### config.mk
export PLATFORM = sky130hd
export DESIGN_NAME = lmad_top
export DESIGN_NICKNAME = d
export VERILOG_FILES = /design/src/rtl/lmad_pkg.sv /design/src/rtl/lmad_cfg_regs.sv /design/src/rtl/lmad_attr_decode.sv /design/src/rtl/lmad_resp_stage.sv /design/src/rtl/lmad_top.sv
export SDC_FILE = /design/constraint.sdc
export NUM_CORES = 1
export LEC_CHECK = 0
export BUFFER_PORTS_ARGS = -buffer_cell sky130_fd_sc_hd__buf_2
export CAP_MARGIN = 25
export CORE_MARGIN = 10
export CORE_UTILIZATION = 50
export CTS_BUF_LIST = sky130_fd_sc_hd__clkbuf_8
export DETAILED_ROUTE_END_ITERATION = 10
export PLACE_DENSITY = 0.74
export SLEW_MARGIN = 0
export SYNTH_ARGS = -nofsm -noshare
export SYNTH_HDL_FRONTEND = slang
export SYNTH_HIERARCHICAL = 1
export SYNTH_SLANG_ARGS = --single-unit
### constraint.sdc
create_clock -name clk -period 2.1 [get_ports clk]
set_input_delay 0.315 -clock clk [delete_from_list [all_inputs] [get_ports clk]]
set_output_delay 0.315 -clock clk [all_outputs]
set_load 0.02 [all_outputs]
### src/rtl/lmad_pkg.sv
package lmad_pkg;
  localparam int LEG_AW        = 20;
  localparam int CFG_AW        = 8;
  localparam int CFG_DW        = 8;
  localparam int ATTR_BYTES    = 7;
  localparam int SEG_CNT       = 12;
  localparam int SEG_IDX_W     = 4;
  localparam int FIELD_W       = 2;
  localparam logic [CFG_AW-1:0] OFS_ATTR  = 8'h59;
  localparam logic [CFG_AW-1:0] OFS_SMRAM = 8'h72;
  localparam logic [CFG_AW-1:0] OFS_SIZE  = 8'h57;
  localparam logic [CFG_DW-1:0] SMRAM_RST = 8'h02;
  localparam int SMRAM_OPEN_BIT = 6;
  localparam int SMRAM_SMM_BIT  = 3;
  localparam int TOP_FIELD_LSB  = 4;
  localparam int SIZE_SHIFT     = 3;

  typedef enum logic [1:0] {
    TGT_NONE = 2'b00,
    TGT_DRAM = 2'b01,
    TGT_BUS  = 2'b10
  } tgt_e;

  typedef struct packed {
    logic [LEG_AW-1:0] addr;
    logic              wr;
    logic              smm;
  } req_t;

  typedef struct packed {
    tgt_e tgt;
    logic wsup;
  } dec_t;
endpackage

### src/rtl/lmad_cfg_regs.sv
module lmad_cfg_regs
  import lmad_pkg::*;
#(
  parameter int MEM_MB_W = 16
) (
  input  logic                           clk,
  input  logic                           rst_n,
  input  logic                           we,
  input  logic [CFG_AW-1:0]              waddr,
  input  logic [CFG_DW-1:0]              wdata,
  input  logic [CFG_AW-1:0]              raddr,
  output logic [CFG_DW-1:0]              rdata,
  input  logic [MEM_MB_W-1:0]            mem_mb,
  output logic [ATTR_BYTES*CFG_DW-1:0]   attr_flat,
  output logic [CFG_DW-1:0]              smram
);
  localparam int UNITS_W = MEM_MB_W - SIZE_SHIFT;
  localparam logic [UNITS_W-1:0] SIZE_MAX = UNITS_W'(255);

  logic [CFG_DW-1:0] attr_q [ATTR_BYTES];
  logic [UNITS_W-1:0] units;
  logic [CFG_DW-1:0]  size_byte;

  for (genvar g = 0; g < ATTR_BYTES; g++) begin : g_attr
    always_ff @(posedge clk or negedge rst_n) begin
      if (!rst_n)
        attr_q[g] <= '0;
      else if (we && waddr == OFS_ATTR + CFG_AW'(g))
        attr_q[g] <= wdata;
    end
    assign attr_flat[g*CFG_DW +: CFG_DW] = attr_q[g];
  end

  always_ff @(posedge clk or negedge rst_n) begin
    if (!rst_n)
      smram <= SMRAM_RST;
    else if (we && waddr == OFS_SMRAM)
      smram <= wdata;
  end

  assign units     = mem_mb[MEM_MB_W-1:SIZE_SHIFT];
  assign size_byte = (units > SIZE_MAX) ? 8'hFF : units[CFG_DW-1:0];

  always_comb begin
    rdata = '0;
    if (raddr == OFS_SIZE)
      rdata = size_byte;
    else if (raddr == OFS_SMRAM)
      rdata = smram;
    else
      for (int i = 0; i < ATTR_BYTES; i++)
        if (raddr == OFS_ATTR + CFG_AW'(i))
          rdata = attr_q[i];
  end
endmodule

### src/rtl/lmad_attr_decode.sv
module lmad_attr_decode
  import lmad_pkg::*;
(
  input  logic [ATTR_BYTES*CFG_DW-1:0] attr_flat,
  input  logic [CFG_DW-1:0]            smram,
  input  req_t                         req,
  output dec_t                         dec
);
  localparam int SEG_SLOTS = 1 << SEG_IDX_W;

  logic [FIELD_W-1:0]   seg_attr [SEG_SLOTS];
  logic [FIELD_W-1:0]   top_attr;
  logic [FIELD_W-1:0]   sel_attr;
  logic [SEG_IDX_W-1:0] seg_idx;
  logic                 in_top, in_seg, in_vid, vid_dram;

  for (genvar k = 0; k < SEG_SLOTS; k++) begin : g_seg
    if (k < SEG_CNT) begin : g_live
      assign seg_attr[k] =
        attr_flat[(1 + k/2)*CFG_DW + (k%2)*TOP_FIELD_LSB +: FIELD_W];
    end else begin : g_pad
      assign seg_attr[k] = '0;
    end
  end

  assign top_attr = attr_flat[TOP_FIELD_LSB +: FIELD_W];
  assign in_top   = req.addr[LEG_AW-1 -: 4] == 4'hF;
  assign in_seg   = !in_top && req.addr[LEG_AW-1 -: 2] == 2'b11;
  assign in_vid   = req.addr[LEG_AW-1 -: 3] == 3'b101;
  assign seg_idx  = req.addr[LEG_AW-3 -: SEG_IDX_W];
  assign sel_attr = in_top ? top_attr : seg_attr[seg_idx];
  assign vid_dram = smram[SMRAM_OPEN_BIT] || (smram[SMRAM_SMM_BIT] && req.smm);

  always_comb begin
    dec.tgt  = TGT_DRAM;
    dec.wsup = 1'b0;
    if (in_top || in_seg) begin
      unique case (sel_attr)
        2'b11:   dec.tgt = TGT_DRAM;
        2'b01: begin
          dec.tgt  = TGT_DRAM;
          dec.wsup = req.wr;
        end
        default: dec.tgt = TGT_BUS;
      endcase
    end else if (in_vid) begin
      dec.tgt = vid_dram ? TGT_DRAM : TGT_BUS;
    end
  end
endmodule

### src/rtl/lmad_resp_stage.sv
module lmad_resp_stage
  import lmad_pkg::*;
(
  input  logic clk,
  input  logic rst_n,
  input  logic in_valid,
  output logic in_ready,
  input  dec_t in_dec,
  output logic out_valid,
  input  logic out_ready,
  output dec_t out_dec
);
  assign in_ready = !out_valid || out_ready;

  always_ff @(posedge clk or negedge rst_n) begin
    if (!rst_n) begin
      out_valid <= 1'b0;
      out_dec   <= '{tgt: TGT_NONE, wsup: 1'b0};
    end else if (in_ready) begin
      out_valid <= in_valid;
      if (in_valid) out_dec <= in_dec;
    end
  end
endmodule

### src/rtl/lmad_top.sv
module lmad_top
  import lmad_pkg::*;
#(
  parameter int MEM_MB_W = 16
) (
  input  logic                clk,
  input  logic                rst_n,
  input  logic                req_valid,
  output logic                req_ready,
  input  logic [LEG_AW-1:0]   req_addr,
  input  logic                req_wr,
  input  logic                smm_act,
  output logic                resp_valid,
  input  logic                resp_ready,
  output logic [1:0]          resp_tgt,
  output logic                resp_wsup,
  input  logic                cfg_we,
  input  logic [CFG_AW-1:0]   cfg_waddr,
  input  logic [CFG_DW-1:0]   cfg_wdata,
  input  logic [CFG_AW-1:0]   cfg_raddr,
  output logic [CFG_DW-1:0]   cfg_rdata,
  input  logic [MEM_MB_W-1:0] mem_mb
);
  logic [ATTR_BYTES*CFG_DW-1:0] attr_flat;
  logic [CFG_DW-1:0]            smram;
  req_t                         req;
  dec_t                         dec_now, dec_out;

  assign req = '{addr: req_addr, wr: req_wr, smm: smm_act};

  lmad_cfg_regs #(.MEM_MB_W(MEM_MB_W)) u_regs (
    .clk(clk), .rst_n(rst_n), .we(cfg_we), .waddr(cfg_waddr),
    .wdata(cfg_wdata), .raddr(cfg_raddr), .rdata(cfg_rdata),
    .mem_mb(mem_mb), .attr_flat(attr_flat), .smram(smram)
  );

  lmad_attr_decode u_dec (
    .attr_flat(attr_flat), .smram(smram), .req(req), .dec(dec_now)
  );

  lmad_resp_stage u_stage (
    .clk(clk), .rst_n(rst_n), .in_valid(req_valid), .in_ready(req_ready),
    .in_dec(dec_now), .out_valid(resp_valid), .out_ready(resp_ready),
    .out_dec(dec_out)
  );

  assign resp_tgt  = dec_out.tgt;
  assign resp_wsup = dec_out.wsup;
endmodule

# ---- Word level (Yosys, flattened, before mapping)
# Index checks and enable logic that the tools add are counted.
dict set report word_totals {
  out_inout_bits 13
  register_bits 68
}
dict set report op_classes {
  bitwise 1
  n_lt_le_gt_ge 2
  n_mux 20
  eq_ne 22
  reduce_logical 17
}
# op n
set op_table {}
lappend op_table {{8-bit by 7-bit == test with 1-bit output (second input constant)} 17}
lappend op_table {{8-bit two-way mux} 10}
lappend op_table {{2-bit two-way mux} 7}
lappend op_table {{13-bit by 8-bit > comparator with 1-bit output (second input constant)} 1}
lappend op_table {{1-bit logical AND} 10}
lappend op_table {{2-bit binary-select mux with 4-bit select} 1}
lappend op_table {{5-bit >= comparator (second input constant)} 1}
lappend op_table {{4-bit inverter with 5-bit output} 1}
lappend op_table {{2-bit == test (second input constant)} 2}
lappend op_table {{4-bit == test (second input constant)} 1}
lappend op_table {{3-bit == test (second input constant)} 1}
lappend op_table {{1-bit logical OR} 3}
lappend op_table {{2-bit by 1-bit == test with 1-bit output (second input constant)} 1}
lappend op_table {{1-bit zero test} 2}
lappend op_table {{1-bit two-way mux} 2}
lappend op_table {{2-bit AND reduction} 1}
lappend op_table {{2-bit OR reduction} 1}

# ---- Depth between registers and ports, before layout
# Gate-level depths: netlist (run 1).
dict set report logic_depth {
  depth_word 10
  depth_mapped 7
  depth_no_buf 5
}

# ---- Cells and area by module
# Netlist (run 1), hierarchy kept.
# module seq_area_each_um2 n_inst area_each_um2 cells_per_inst
set by_module_without_submodules {}
lappend by_module_without_submodules {lmad_cfg_regs 1602.8 1 3280.6 267}
lappend by_module_without_submodules {lmad_attr_decode 0.0 1 314.1 36}
lappend by_module_without_submodules {lmad_resp_stage 100.1 1 177.7 10}

# ---- Least setup slack after synthesis (run 1)
# No wires, ideal clock.
dict set report synth_timing {
  path_type {input to output}
  startpoint {in cfg_raddr[7]}
  endpoint {out cfg_rdata[6]}
  t_required_ns 1.785
  path_buffers 0
  path_slack_ns 0.179
  stages 5
  t_arrival_ns 1.606
  cell_sequence {nand3b_1 -> or3b_1 -> and2b_2 -> a21oi_1 -> a21oi_1}
}
dict set report synth_via {
  elab_chain_cells 10
  elab_cells_between_ends 18
  cone_classes {9 x eq/ne; 9 x mux}
}
# item line
set synth_rtl {}
lappend synth_rtl {{start: declaration} lmad_top.sv:20} ;# input logic [CFG_AW-1:0] cfg_raddr,
lappend synth_rtl {{8-bit by 7-bit == test with 1-bit output} lmad_cfg_regs.sv:52} ;# if (raddr == OFS_ATTR + CFG_AW'(i))
lappend synth_rtl {{8-bit two-way mux (7 in a row)} lmad_cfg_regs.sv:52}
lappend synth_rtl {{8-bit two-way mux} lmad_cfg_regs.sv:48} ;# else if (raddr == OFS_SMRAM)
lappend synth_rtl {{8-bit two-way mux *} lmad_cfg_regs.sv:46} ;# if (raddr == OFS_SIZE)
lappend synth_rtl {{end: declaration} lmad_top.sv:21} ;# output logic [CFG_DW-1:0] cfg_rdata,
# Every way passes the cells marked *; elsewhere a longest branch is shown, timed or not.

# ---- Final worst setup path (run 1)
dict set report layout_timing {
  startpoint {in cfg_raddr[7]}
  endpoint {out cfg_rdata[1]}
}
# The elaborated chain is that of the path after synthesis.

==> qor.yml, run 1 <==
run_status:
  status: "finished, final reports clean"
power_and_ir_drop:
  ir_drop_mv: 0.494
  finalPower_mw: 2.87
  p_leak_nw: 2.22
  power_density_mw_per_mm2: 629
yosys:
  ys_seq_area_frac: 0.451
  syn-cell-area_mm2: 0.00377
  ys_ff_latch: 68
  synthFlopType: "dfrtp_1"
  synthMuxAreaShare: 0.263
  synthAdderAreaFrac: 0
  ys_warn_count: 6
  yosysUniqueCellTypes: 55
  synth_top_family_by_area: "multiplexers"
  synth_edf_count: 0
  synthSimpleGateAreaFrac: 0.144
  syn_inst: 313
  synth_xor_area_frac: 0
  yosys.area.top_type: "dfrtp_1"
  yosys.area.top_type_share: 0.444
  async_flop_share: 1.00
  synthesis.nets: 380
  synth_compound_area_frac: 0.111
  yosys-top-cells-area: "dfrtp_1, mux2_2, a21oi_1"
  postSynthAreaPerCell_um2: 12.1
cells_and_area:
  diodes: 0
  regArea_mm2: 0.00170
  fin_util: 0.626
  nNetsFinal: 462
  area_growth_pct: 21.1
  multi_input_area_mm2: 0.00198
  fillers: 633
  drive_gt1_frac: 0.496
grt:
  grt_pass1_wl_um: 15600
  overflow: 0
  grt_pass1_vias: 3049
  grt_max_degree: 69
  grt_usage: 0.174
  antenna_found_initial: 0
route:
  drt_iter0_drc: 113
  totalWireLength_um: 9720
  wl_per_cell_um: 19.5
  route.detailed.drc: 0
  post_drt_via_cell_ratio: 5.78
  vias: 2876
  postRouteAntennaNets: 0
  dr.pass1.iters: 6
critical_path:
  reg2reg_from: "u_regs/attr_flat[48]$_DFFE_PN0P_"
  critPathKind: "in -> out"
  crit_end: "cfg_rdata[1]"
  path_cells: "buf_2 -> nand3b_1 -> or3b_1 -> and2b_4 -> a21oi_1 -> a21oi_1 -> buf_4"
  critPathMaxFanout: 6
  r2r_end: "u_stage/out_dec[1]$_DFFE_PN0P_"
  rr_worst_depth: 5
  slowest_stage: "or3b_1"
  crit_start: "cfg_raddr[7]"
  max_stage_delay_ns: 0.38
  path_depth: 7
  path_delay_family: "simple AND/OR/NAND/NOR gates"
  r2r_slack_ns: 0.38
  start_kind: "primary input"
  endpoint_kind: "output pin"
  cp_common_cell: "a21oi_1"
  crit_required_ns: 1.78
  crit_arrival_ns: 1.75
  critPathBufInv: 2
die:
  die_w_um: 107
  num_rows: 31
  start_util: 0.517
  core_area_mm2: 0.00729
  num_io_pins: 80
  die_area_mm2: 0.0114
  dieHeight_um: 107
clock_tree:
  numCtsBuffers: 9
  cts_sinks: 68
  cts_buffer_depth: 2
  insertion_delay_ns: 0.33
  clk_pin_slew_worst_paths_ns: 0.07
  htree_num_levels: 3
  cts_tree: "done"
  cts_root_buffer: "clkbuf_8"
timing:
  max_freq_mhz: 484
  period_needed_ns: 2.07
  fin_crit_sh: 0.984
  skew_ns: 0.00524
  hold_violations: 0
  slew_viol_final: 0
  slew_headroom: 0.648
  max_slew.worst_pin.slew_ns: 0.527
  setup_viol: 0
  grt_setup_unrepaired: "yes"
  hold_slack_ns: 0.211
placed_design:
  port_buffers: 62
  dp_hpwl_um: 6860
  place_congestion: 0.887
worst_hold_path:
  holdCritPathClass: "in -> reg"
  min_path_cells: 2
run:
  cap_violations: 0
[layout by cell type, fill, tap and decap left out, types with 9 or more instances in the layout]
| master | count |
|---|---|
| mux2_2 | 72 |
| dfrtp_1 | 67 |
| buf_2 | 56 |
| buf_4 | 24 |
| a21oi_1 | 20 |
| nor2_1 | 14 |
| a211oi_1 | 13 |
| clkbuf_8 | 12 |
| o21ai_0 | 12 |
| inv_1 | 9 |
| nand2b_1 | 9 |
[report_power, final]
| part | switching, mW | leakage, nW | internal (mW) |
|---|---|---|---|
| sequential | 0.0415 | 0.927 | 1.38 |
| clock | 0.447 | 0.111 | 0.631 |
| combinational | 0.192 | 1.19 | 0.181 |
[registers in the layout, summed over array words and instances (netlist names)]
signal	count
u_regs/smram	8
u_stage/out_valid	1
u_stage/out_dec	3
u_regs/attr_flat	56
[worst reg2reg max path, cell delays in order, from the launching register on]
cell and delay (ns):
dfrtp_1 0.44, mux4_1 0.50, nor2b_1 0.14, o21ai_1 0.17, a31oi_1 0.07, mux2_4 0.28
[layer usage]
| layer | up-vias | wire length (um) | global-route usage |
|---|---|---|---|
| li1 | 1342 | - | - |
| met1 | 1411 | 4060 | 0.205 |
| met2 | 100 | 4700 | 0.291 |
| met3 | 23 | 781 | 0.0581 |
| met4 | 0 | 184 | 0.0551 |
| met5 | - | 0 | 0 |
[final cells by class]
type,instances,area share
timing repair buffer,86,0.117
multi-input combinational,223,0.433
clock buffer,12,0.0362
sequential,68,0.373
inverter,7,0.00575
tap,99,0.0271
clock inverter,3,0.00822
[cell families (layout without fill, tap and decap cells)]
family,count (synthesis),after routing
mux,84,84
simple gates,75,75
flops,68,68
compound gates,64,64
buf+inv,22,108
[cell usage after synthesis, types with 4 or more instances]
library cell	instances
mux2_2	72
o21ai_0	12
mux2i_1	6
nand2_1	6
nor2_1	16
inv_1	7
buf_4	4
a22oi_1	6
a21oi_1	21
clkbuf_1	7
a211oi_1	13
dfrtp_1	67
nor2b_1	8
nand2b_1	9
nand3b_1	4
[worst min path at each step]
stage,from,end,slack (ns)
floorplan,rst_n,u_regs/attr_flat[0]$_DFFE_PN0P_,0.02
global placement,rst_n,u_regs/attr_flat[24]$_DFFE_PN0P_,0.36
detailed placement,rst_n,u_regs/attr_flat[24]$_DFFE_PN0P_,0.36
CTS,req_valid,u_stage/out_valid$_DFFE_PN0P_,0.20
global route,req_valid,u_stage/out_valid$_DFFE_PN0P_,0.19
finish,req_valid,u_stage/out_valid$_DFFE_PN0P_,0.21
[what timing repair did]
| action | CTS | global route |
|---|---|---|
| hold endpoints to repair | 8 | 0 |
| hold buffers | 1 | 0 |
| gates resized for setup | 0 | 16 |
| pin swaps | 0 | 3 |
| setup buffers | 1 | 0 |
| setup endpoints to repair | 1 | 8 |
[through the flow]
step	setup WS, ns	cell area [um2]	setup TNS [ns]	std cells
finish	0.0334	4570	0	498
global route	-0.0293	4570	-0.0717	498
detailed placement	0.0197	4300	0	481
CTS	0.0159	4520	0	498
floorplan	0.179	3770	0	313
global placement	0.0234	4300	0	481
No activity file was read; power rests on OpenSTA's default activity.
==> inputs of run 2 (changes only) <==
- GPL_ROUTABILITY_DRIVEN: unset -> 0
- PLACE_DENSITY: 0.74 -> unset
- PLACE_DENSITY_LB_ADDON: unset -> 0.08
- SLEW_MARGIN: 0 -> 5
==> run 2 against run 1 <==
Effect of this change:
- combinational power rose by 4%
- core utilization rose by 1.6 points
- hold slack got worse by 0.011 ns
- sequential share of layout area fell by 0.94 points
- highest routed layer unchanged
- die area did not move
- first-iteration DRC count rose by 31%
- critical path depth did not move
==> qor.yml, run 2 (synthesis results as in run 1) <==
die:
  die_area_mm2: 0.0114
  start_util: 0.517
  num_io_pins: 80
  dieHeight_um: 107
  die_w_um: 107
  core_area_mm2: 0.00729
  num_rows: 31
critical_path:
  max_stage_delay_ns: 0.38
  path_delay_family: "simple AND/OR/NAND/NOR gates"
  cp_common_cell: "a21oi_1"
  critPathMaxFanout: 6
  path_cells: "buf_2 -> nand3b_1 -> or3b_1 -> and2b_4 -> a21oi_1 -> a21oi_1 -> buf_4"
  crit_arrival_ns: 1.77
  slowest_stage: "or3b_1"
  start_kind: "primary input"
  critPathBufInv: 2
  critPathKind: "in -> out"
  crit_required_ns: 1.78
  endpoint_kind: "output pin"
route:
  drt_iter0_drc: 148
  route.detailed.drc: 0
  post_drt_via_cell_ratio: 5.80
  postRouteAntennaNets: 0
  wl_per_cell_um: 20.0
  totalWireLength_um: 10100
  vias: 2915
  dr.pass1.iters: 4
clock_tree:
  cts_tree: "done"
  insertion_delay_ns: 0.34
  cts_sinks: 68
  numCtsBuffers: 9
  htree_num_levels: 3
  clk_pin_slew_worst_paths_ns: 0.08
  cts_root_buffer: "clkbuf_8"
  cts_buffer_depth: 2
run_status:
  status: "finished, final reports clean"
power_and_ir_drop:
  ir_drop_mv: 0.455
  power_density_mw_per_mm2: 673
  p_leak_nw: 2.26
cells_and_area:
  diodes: 0
  layout_common_cells: "mux2_2, dfrtp_1, buf_2"
  largest_reg_flops: 56
  fillers: 610
  design_area_mm2: 0.00468
  layout_commonest_cell: "mux2_2"
  area_growth_pct: 24.2
  drive_gt1_frac: 0.507
  fin_util: 0.642
  nNetsFinal: 466
timing:
  hold_slack_ns: 0.201
  hold_violations: 0
  grt_setup_unrepaired: "yes"
  fin_ws_ns: 0.0194
  skew_ns: 0.00665
  timing.setup.tns_ns: 0
  max_slew.worst_pin.slew_ns: 0.576
  slew_headroom: 0.616
  max_freq_mhz: 481
  period_needed_ns: 2.08
  setup_viol: 0
  fin_crit_sh: 0.991
  slew_viol_final: 0
worst_hold_path:
  holdCritPathClass: "in -> reg"
placed_design:
  place_ws_ns: 0.0137
  placed_area_mm2: 0.00434
  port_buffers: 62
  dp_hpwl_um: 7130
grt:
  grt_max_degree: 28
  grt_usage: 0.178
  overflow: 0
  grt_pass1_wl_um: 15900
  grt_pass1_vias: 2959
  antenna_found_initial: 0
run:
  cap_violations: 0
run 2: cell count changes in the layout (fill, tap and decap cells not counted), sizes merged:
cell	delta
clkbuf	-1
clkinvlp	+1
bufinv	+2
clkinv	+2
buf	+3
inv	-2
run 2: through the flow:
| step | total power [mW] | instances |
|---|---|---|
| after floorplan | 1.64 | 313 |
| after global placement | 1.81 | 483 |
| after detailed placement | 1.82 | 483 |
| after CTS | 3.17 | 502 |
| after global routing | 3.29 | 503 |
| final | 3.15 | 503 |
run 2: worst reg2reg max path: cells and delay by family, from the launching register on:
kind	cells	cell delay, ns
muxes	2	0.77
AOI/OAI and AO/OA	2	0.23
and+or+nand+nor	1	0.14
DFF	1	0.43
run 2: final timing paths:
| check | cells past startpoint | end | slack [ns] | from |
|---|---|---|---|---|
| worst max-delay path | 7 | cfg_rdata[5] | 0.02 | cfg_raddr[7] |
| worst min-delay path | 2 | u_stage/out_valid$_DFFE_PN0P_ | 0.20 | req_valid |
| worst max register to register | 5 | u_stage/out_dec[1]$_DFFE_PN0P_ | 0.43 | u_regs/attr_flat[40]$_DFFE_PN0P_ |
| worst min register to register | 1 | u_regs/attr_flat[27]$_DFFE_PN0P_ | 0.50 | u_regs/attr_flat[27]$_DFFE_PN0P_ |
| max in group asynchronous | 3 | u_regs/smram[1]$_DFFE_PN1P_ | 0.97 | rst_n |
| min in group asynchronous | 2 | u_stage/out_valid$_DFFE_PN0P_ | 0.50 | rst_n |
run 2: layout make-up:
| cell class | count | area [um2] | area share |
|---|---|---|---|
| clock inverter | 6 | 111 | 0.0238 |
| inverter | 7 | 26.3 | 0.00561 |
| multi-input combinational | 223 | 1990 | 0.425 |
| tap | 99 | 124 | 0.0264 |
| clock buffer | 10 | 138 | 0.0294 |
| sequential | 68 | 1700 | 0.364 |
| timing repair buffer | 90 | 591 | 0.126 |
run 2: where the power goes:
group          total [mW]  switching (mW)  leakage (nW)  internal [mW]
registers            1.42          0.0413         0.927           1.38
logic               0.390           0.200          1.21          0.190
clock network        1.34           0.522         0.122          0.821
run 2: per-layer routing:
metal	share of wire	track usage	up-vias
met2	0.46	0.273	103
met3	0.071	0.0527	13
met4	0.016	0.0571	0
met5	0	0	-
met1	0.46	0.235	1450
li1	-	-	1349
run 2: timing repair:
action                     4_1_cts  5_1_grt
setup buffers                    2        1
pin swaps                        0        5
gates resized for setup          2       19
setup endpoints to repair        3        8
hold buffers                     1        0
hold endpoints to repair        20        0
